### config.mk
export PLATFORM = sky130hd
export DESIGN_NAME = qdrb_port
export DESIGN_NICKNAME = d
export VERILOG_FILES = /design/src/rtl/qdrb_pkg.sv /design/src/rtl/qdrb_burstpipe.sv /design/src/rtl/qdrb_ctrl.sv /design/src/rtl/qdrb_data.sv /design/src/rtl/qdrb_port.sv
export SDC_FILE = /design/constraint.sdc
export NUM_CORES = 1
export LEC_CHECK = 0
export BUFFER_PORTS_ARGS = -buffer_cell sky130_fd_sc_hd__buf_2
export CAP_MARGIN = 20
export CORE_MARGIN = 10
export CORE_UTILIZATION = 58
export DETAILED_ROUTE_END_ITERATION = 10
export GPL_TIMING_DRIVEN = 1
export HOLD_SLACK_MARGIN = 0.15
export PLACE_DENSITY = 0.74
export SLEW_MARGIN = 20
export SYNTH_ARGS = -nofsm -noshare
export SYNTH_HDL_FRONTEND = slang
export SYNTH_SLANG_ARGS = --single-unit
### constraint.sdc
create_clock -name clk -period 3.8 [get_ports clk]
set_input_delay 0.57 -clock clk [delete_from_list [all_inputs] [get_ports clk]]
set_output_delay 0.57 -clock clk [all_outputs]
set_load 0.03 [all_outputs]
### src/rtl/qdrb_pkg.sv
package qdrb_pkg;
  localparam int unsigned BURST_LEN    = 4;
  localparam int unsigned BEAT_W       = $clog2(BURST_LEN);
  localparam int unsigned WR_LEAD      = 2;  // slots from request to first captured word
  localparam int unsigned RD_LEAD      = 5;  // slots from request to first driven word

  typedef struct packed {
    logic wrEn;
    logic rdEn;
  } qdrbStrobe_t;
endpackage

### src/rtl/qdrb_burstpipe.sv
module qdrb_burstpipe
  import qdrb_pkg::*;
#(
  parameter int unsigned ADDR_W = 6,
  parameter int unsigned LEAD   = 2
) (
  input  logic              clk,
  input  logic              rstN,
  input  logic              start,
  input  logic [ADDR_W-1:0] startAddr,
  output logic              active,
  output logic [ADDR_W-1:0] beatAddr
);
  localparam int unsigned STAGES = LEAD + BURST_LEN - 1;

  logic [STAGES-1:0] tok;
  logic [ADDR_W-1:0] base [STAGES];
  logic [BURST_LEN-1:0] hit;
  logic [ADDR_W-1:0] addrAt [BURST_LEN];

  always_ff @(posedge clk or negedge rstN) begin
    if (!rstN) tok <= '0;
    else       tok <= {tok[STAGES-2:0], start};
  end

  always_ff @(posedge clk) begin
    base[0] <= startAddr;
    for (int s = 1; s < STAGES; s++) base[s] <= base[s-1];
  end

  for (genvar b = 0; b < BURST_LEN; b++) begin : g_tap
    localparam int unsigned TAP = LEAD - 1 + b;
    assign hit[b]    = tok[TAP];
    assign addrAt[b] = {base[TAP][ADDR_W-1:BEAT_W],
                        base[TAP][BEAT_W-1:0] + BEAT_W'(b)};
  end

  always_comb begin
    active   = |hit;
    beatAddr = '0;
    for (int b = 0; b < BURST_LEN; b++)
      if (hit[b]) beatAddr = beatAddr | addrAt[b];
  end
endmodule

### src/rtl/qdrb_ctrl.sv
module qdrb_ctrl
  import qdrb_pkg::*;
#(
  parameter int unsigned ADDR_W = 6
) (
  input  logic              clk,
  input  logic              rstN,
  input  logic              kPhase,
  input  logic              rdSelN,
  input  logic              wrSelN,
  input  logic [ADDR_W-1:0] addr,
  output qdrbStrobe_t       strobe,
  output logic [ADDR_W-1:0] wrAddr,
  output logic [ADDR_W-1:0] rdAddr,
  output logic              conflict
);
  logic rdLast, wrLast;
  logic rdAcc, wrReq, wrAcc;
  logic rdActive, wrActive;

  // same-kind request on the previous main edge makes the select a don't-care
  assign rdAcc = kPhase & ~rdSelN & ~rdLast;
  assign wrReq = kPhase & ~wrSelN & ~wrLast;
  assign wrAcc = wrReq & ~rdAcc;

  always_ff @(posedge clk or negedge rstN) begin
    if (!rstN) begin
      rdLast   <= 1'b0;
      wrLast   <= 1'b0;
      conflict <= 1'b0;
    end else begin
      conflict <= wrReq & rdAcc;
      if (kPhase) begin
        rdLast <= rdAcc;
        wrLast <= wrAcc;
      end
    end
  end

  qdrb_burstpipe #(.ADDR_W(ADDR_W), .LEAD(WR_LEAD)) wrPipe (
    .clk(clk), .rstN(rstN), .start(wrAcc), .startAddr(addr),
    .active(wrActive), .beatAddr(wrAddr)
  );

  qdrb_burstpipe #(.ADDR_W(ADDR_W), .LEAD(RD_LEAD)) rdPipe (
    .clk(clk), .rstN(rstN), .start(rdAcc), .startAddr(addr),
    .active(rdActive), .beatAddr(rdAddr)
  );

  assign strobe.wrEn = wrActive;
  assign strobe.rdEn = rdActive;
endmodule

### src/rtl/qdrb_data.sv
module qdrb_data
  import qdrb_pkg::*;
#(
  parameter int unsigned ADDR_W = 6,
  parameter int unsigned DATA_W = 16
) (
  input  logic              clk,
  input  logic              rstN,
  input  qdrbStrobe_t       strobe,
  input  logic [ADDR_W-1:0] wrAddr,
  input  logic [ADDR_W-1:0] rdAddr,
  input  logic [DATA_W-1:0] wrData,
  output logic [DATA_W-1:0] rdData,
  output logic              rdValid
);
  localparam int unsigned DEPTH = 1 << ADDR_W;

  logic [DATA_W-1:0] mem [DEPTH];
  logic [DATA_W-1:0] rdWord;

  always_ff @(posedge clk) begin
    if (strobe.wrEn) mem[wrAddr] <= wrData;
  end

  // a word captured on this very edge is forwarded to the read beat
  assign rdWord = (strobe.wrEn && (wrAddr == rdAddr)) ? wrData : mem[rdAddr];

  always_ff @(posedge clk or negedge rstN) begin
    if (!rstN) begin
      rdValid <= 1'b0;
      rdData  <= '0;
    end else begin
      rdValid <= strobe.rdEn;
      rdData  <= strobe.rdEn ? rdWord : '0;
    end
  end
endmodule

### src/rtl/qdrb_port.sv
module qdrb_port
  import qdrb_pkg::*;
#(
  parameter int unsigned ADDR_W = 6,
  parameter int unsigned DATA_W = 16
) (
  input  logic              clk,
  input  logic              rstN,
  input  logic              kPhase,
  input  logic              rdSelN,
  input  logic              wrSelN,
  input  logic [ADDR_W-1:0] addr,
  input  logic [DATA_W-1:0] wrData,
  output logic [DATA_W-1:0] rdData,
  output logic              rdValid,
  output logic              conflict
);
  qdrbStrobe_t       strobe;
  logic [ADDR_W-1:0] wrAddr, rdAddr;

  qdrb_ctrl #(.ADDR_W(ADDR_W)) ctrl (
    .clk(clk), .rstN(rstN), .kPhase(kPhase), .rdSelN(rdSelN),
    .wrSelN(wrSelN), .addr(addr), .strobe(strobe),
    .wrAddr(wrAddr), .rdAddr(rdAddr), .conflict(conflict)
  );

  qdrb_data #(.ADDR_W(ADDR_W), .DATA_W(DATA_W)) data (
    .clk(clk), .rstN(rstN), .strobe(strobe), .wrAddr(wrAddr),
    .rdAddr(rdAddr), .wrData(wrData), .rdData(rdData), .rdValid(rdValid)
  );
endmodule

After elaboration in Yosys (flattened, before gate mapping)
Memory sizes are Yosys's and may differ from the RTL's.
Cells that the tools add are included.
- add/sub/neg operators: 6
- equal/unequal tests: 1
- multiplexer cells: 12
- bitwise gates (word level): 17
- reduce and logical (&&, ||, !) cells: 3
- operator list (kind ; number):
    $mux W6 ; 8
    $or A6 B6 Y6 ; 6
    $mux W16 ; 2
    $add A2 B2 Y2 const B ; 4
    $reduce_or A4 Y1 ; 2
    $and A1 B1 Y1 ; 6
    $eq A6 B6 Y1 ; 1
    $not A1 Y1 ; 5
    $add A2 B1 Y2 const B ; 2
    $mux W1 ; 2
    $logic_and A1 B1 Y1 ; 1
- register bits: 33
- memory bits (writable): 1102
- bits of input ports: 27
- output and inout port bits: 18
- logic and storage cells: 49
- memories: 3
- memories (memory ; depth ; bits a word ; rd ports ; clocked after memory_dff ; wr ports ; line ; source):
    data.mem ; 64 ; 16 ; 1 ; 0 ; 1 ; qdrb_data.sv:18 ; logic [DATA_W-1:0] mem [DEPTH];
    ctrl.rdPipe.base ; 8 ; 6 ; 8 ; 0 ; 8 ; qdrb_burstpipe.sv:17 ; logic [ADDR_W-1:0] base [STAGES];
    ctrl.wrPipe.base ; 5 ; 6 ; 5 ; 0 ; 5 ; qdrb_burstpipe.sv:17 ;

Depth between registers and ports, before layout
- depth after elaboration: 11
- mapped depth: 14
- depth with buffers taken out: 8

Hierarchy
From an unflattened synthesis, not the netlist that was laid out.
- cell total of the unflattened synthesis: 1848
- area total of the unflattened synthesis: 42071.6 um^2
- modules (own cells, without submodules) (module ; times used ; cells each ; area an instance (um^2) ; sequential area each (um^2)):
    qdrb_data ; 1 ; 1698 ; 39749.4 ; 31174.9
    qdrb_burstpipe (ctrl.rdPipe) ; 1 ; 79 ; 1306.3 ; 1161.1
    qdrb_burstpipe (ctrl.wrPipe) ; 1 ; 58 ; 870.8 ; 725.7
    qdrb_ctrl ; 1 ; 13 ; 145.1 ; 75.1

Worst setup path before layout
No wires, ideal clock.
- kind: register to register
- from: reg ctrl.rdPipe.tok[4]
- to: reg data.rdData[13]
- library setup time: 0.126 ns
- arrival time: 2.629 ns
- data required time: 3.674 ns
- slack: 1.045 ns
- stages on the path, launching flop included: 14
- path buffers: 5
- clock period less this slack: 2.755 ns
- cells stage by stage: dfrtp_1 > buf_2 > a22oi_1 > and2_1 > buf_6 > xnor2_1 > nand4_1 > or4_1 > buf_2 > and2_1 > buf_6 > buf_6 > and4b_1 > a221o_1
- word-level cells in the longest chain between the ends: 11
- elaborated cells between the ends (all ways): 13
- those cells by class: eq/ne (1); mux (6); bitwise (3); reduce/logical (2); memory (1)
- RTL lines (element ; line ; source):
    start: declaration ; qdrb_burstpipe.sv:16 ; logic [STAGES-1:0] tok;
    start signal: assignment ; qdrb_burstpipe.sv:23 ; else tok <= {tok[STAGES-2:0], start};
    branches (longest 10 deep; another with $mem_v2 Z64 W16) ; - ;
    $mux W16 (*) ; qdrb_data.sv:34 ; rdData <= strobe.rdEn ? rdWord : '0;
    end signal: assignment ; qdrb_data.sv:34 ;
    end: declaration ; qdrb_data.sv:13 ; output logic [DATA_W-1:0] rdData,
Every way passes the cells marked *.
A chain may end at the register's enable or synchronous reset.

Final worst setup path
- from: reg ctrl.rdPipe.tok[6]
- to: reg data.rdData[8]
- word-level cells in the longest chain between the ends: 7
- elaborated cells between the ends (all ways): 9
- those cells by class: eq/ne (1); mux (4); bitwise (1); reduce/logical (2); memory (1)
- RTL lines (element ; line):
    branches (longest 6 deep; another with $mem_v2 Z64 W16) ; -
    $mux W16 (*) ; qdrb_data.sv:34
Marks and branches as above.

==> flow_metrics.py <==
metrics = {
    "setup_path": {
        "crit_chain": "a22oi_1 > nand2_4 > buf_4 > nand2_1 > nand3_1 > a21oi_1 > nor4_1 > nand3_1 > nand3_1",
        "cp.required_ps": 4390,
        "crit_top_cell": "nand3_1",
        "slowest_stage": "nor4_1",
        "cpPeakStageDelay_ps": 810,
        "crit_family": "simple AND/OR/NAND/NOR gates",
        "crit_buf_inv": 1,
        "end_kind": "register",
        "crit_fanout": 76,
        "setup.worst_path.start_class": "register",
        "critical_path_arrival_ps": 4330,
        "critPathKind": "reg2reg",
    },
    "logic_synthesis": {
        "synth_cell_types": 49,
        "ys_async_sr_fraction_pct": 2.99,
        "synthCells": 2955,
        "synth_top_family_by_area": "simple AND/OR/NAND/NOR gates",
        "synth_compound_area_share_pct": 5.53,
        "yosysSeqAreaShare_pct": 76.6,
        "syn_avg_cell_area_um2": 14.4,
        "synth_fa_ha_area_share_pct": 0,
        "synthSimpleGateAreaFrac_pct": 11.8,
        "yosys-top-cells-area": "edfxtp_1, nand2_1, nand3_1",
        "muxShareOfSynthArea_pct": 4.17,
        "synth_common_cells": "edfxtp_1, nand2_1, nand3_1",
        "synth-xor-area-share_pct": 0.206,
        "yosysMostFrequentCell": "edfxtp_1",
        "synth_edf_count": 1024,
        "ys_ff_latch": 1105,
        "synth_ff_type": "edfxtp_1",
        "syn-cell-area_um2": 42500,
        "synth_nets": 2982,
        "ys_warn_count": 0,
        "synth_area_leader_cell": "edfxtp_1",
        "synth_top_cell_area_share_pct": 72.4,
    },
    "place": {
        "placed_area_um2": 44500,
        "port-buffer-count": 44,
        "gp_congestion": 0.977,
        "dp_hpwl_um": 65900,
    },
    "layout": {
        "fin_area_um2": 48100,
        "drive_gt1_share_pct": 13.0,
        "postLayoutCoreUtil_pct": 66.1,
        "fillers": 4803,
        "n_antenna_cell": 0,
        "num-nets-final": 3114,
        "syn_to_final_growth_pct": 13.2,
    },
    "pwr": {
        "p_switching_w": 0.00683,
        "swShare_pct": 25.0,
        "power.density_nw_per_um2": 569,
        "p_int_w": 0.0205,
        "seqPwrFrac_pct": 49.9,
        "comb_power_share_pct": 11.5,
        "peakVddDrop_uv": 455,
        "power_leakage_nw": 16.4,
        "power.total_w": 0.0274,
        "p_clk_share_pct": 38.6,
    },
    "floorplan": {
        "num_rows": 99,
        "die_area_um2": 84500,
        "start_util_pct": 58.3,
        "pin_count": 45,
        "die_height_um": 291,
        "die_w_um": 291,
        "coreArea_um2": 72800,
    },
    "global_routing": {
        "grt_max_degree": 111,
        "track_usage_pct": 25.8,
        "first_global_vias": 26000,
        "grt_remaining_overflow": 0,
        "grt_antenna_before_repair": 1,
        "grt_first_pass_wirelength_um": 166000,
    },
    "routing": {
        "drt-total-wl_um": 112000,
        "wl_per_cell_um": 27.0,
        "final_antenna_net_count": 0,
        "firstDrtPassIters": 8,
        "vias": 26700,
        "drc": 0,
        "drtIter0Drc": 3827,
        "post_drt_via_cell_ratio": 6.46,
    },
    "timing": {
        "period_share_pct": 98.3,
        "grt_setup_unrepaired": "no",
        "fin_skew_ps": 26.1,
        "setup_viol": 0,
        "drv_slew": 0,
        "finalSetupTns_ps": 0,
        "clock.fmax_ghz": 0.268,
        "period_needed_ps": 3730,
        "worst_slew_pin_slew_ps": 1180,
        "holdWs_ps": 224,
        "hold_viol_final": 0,
        "worst_slew_margin_rel_pct": 19.3,
    },
    "clock_tree": {
        "path_clk_slew_ps": 70,
        "cts_max_level": 3,
        "cts_made_buffers": 104,
        "cts_buffer_depth": 3,
        "cts_tree": "yes",
        "cts-root-buf": "clkbuf_16",
        "clock-sinks": 1105,
        "clk_latency_ps": 680,
    },
    "flow_run": {
        "max_cap_viol_count": 0,
    },
    "outcome": {
        "status": "complete, no violations",
    },
    "min_path": {
        "hp-class": "in2reg",
    },
}
[area by class of cell]
cell class | instances | area [um2] | share of cell area (%)
well taps | 959 | 1200 | 2.49
repair buffers | 198 | 1570 | 3.26
flip-flops and latches | 1105 | 32500 | 67.6
inverters | 8 | 30.0 | 0.0624
clock buffers | 125 | 2780 | 5.77
clock inverters | 70 | 733 | 1.52
multi-input cells | 1670 | 9280 | 19.3
[cell usage in the layout (no fill, tap or decap), types with 20 or more instances in the layout]
cell type	count
nand4_1	20
buf_4	136
mux2i_1	104
a32oi_1	56
a31oi_1	55
clkinv_2	21
buf_2	41
a21oi_1	89
nand2_1	689
dfrtp_1	33
clkbuf_16	107
o22ai_1	25
edfxtp_1	1024
nand3_1	294
mux2_2	21
nor2_1	82
dfxtp_1	48
mux4_2	22
o21ai_0	48
[kinds of logic (layout without fill, tap and decap cells)]
family / after synthesis / count (layout)
buf+inv: 180 / 401
flops: 1105 / 1105
mux: 147 / 147
xor+xnor: 10 / 10
simple gates: 1161 / 1161
compound gates: 352 / 352
[tightest hold or removal path, cell delays in order]
cell,delay (ps)
buf_2,80
nor2_1,40
nand2_1,100
nor2_1,60
[stage by stage]
step                setup slack (ps)  std cells
floorplan                       1040       2955
global route                    36.3       4135
CTS                              209       4135
global placement                 425       3931
detailed placement               245       3932
finish                          65.9       4135
[repair_timing]
item,CTS,global route
hold buffers,8,0
resized for setup,0,0
endpoints found under the hold margin,41,0
setup buffers,0,0
[path summary, 6_finish.rpt]
path | from | to | slack (ps) | cells after the start
max in group asynchronous | rstN | ctrl.wrPipe.tok[4] | 2680 | 2
setup / recovery | ctrl.rdPipe.tok[6] | data.rdData[8] | 70 | 9
hold reg to reg | ctrl.rdPipe.base[0][0] | ctrl.rdPipe.base[0][6] | 330 | 0
min in group asynchronous | rstN | data.rdValid | 550 | 2
hold / removal | rdSelN | ctrl.conflict | 220 | 4
setup reg to reg | ctrl.rdPipe.tok[6] | data.rdData[8] | 70 | 9
[state kept, by name, summed over array words and instances, names as in the netlist]
| name | count |
|---|---|
| ctrl.conflict | 1 |
| ctrl.rdLast | 1 |
| ctrl.rdPipe.base | 47 |
| ctrl.rdPipe.tok | 8 |
| ctrl.wrLast | 1 |
| ctrl.wrPipe.base | 1 |
| ctrl.wrPipe.tok | 5 |
| data.mem | 1024 |
| data.rdData | 16 |
| data.rdValid | 1 |
[power groups by stage]
stage | clock [W] | combinational, W | sequential [W]
after floorplan | 0 | 0.00166 | 0.0140
after global placement | 0 | 0.00297 | 0.0139
after detailed placement | 0 | 0.00304 | 0.0139
after CTS | 0.0106 | 0.00307 | 0.0137
after global routing | 0.0111 | 0.00331 | 0.0137
final | 0.0106 | 0.00315 | 0.0137
[metal layers]
metal | wire [um] | vias up | GRT usage [%]
met5 | 13 | - | 0
met2 | 52100 | 1833 | 40.1
li1 | - | 11400 | -
met1 | 41300 | 13200 | 34.6
met3 | 13100 | 283 | 5.60
met4 | 5260 | 2 | 12.1
Note: power is estimated with default switching activity, not from simulation.
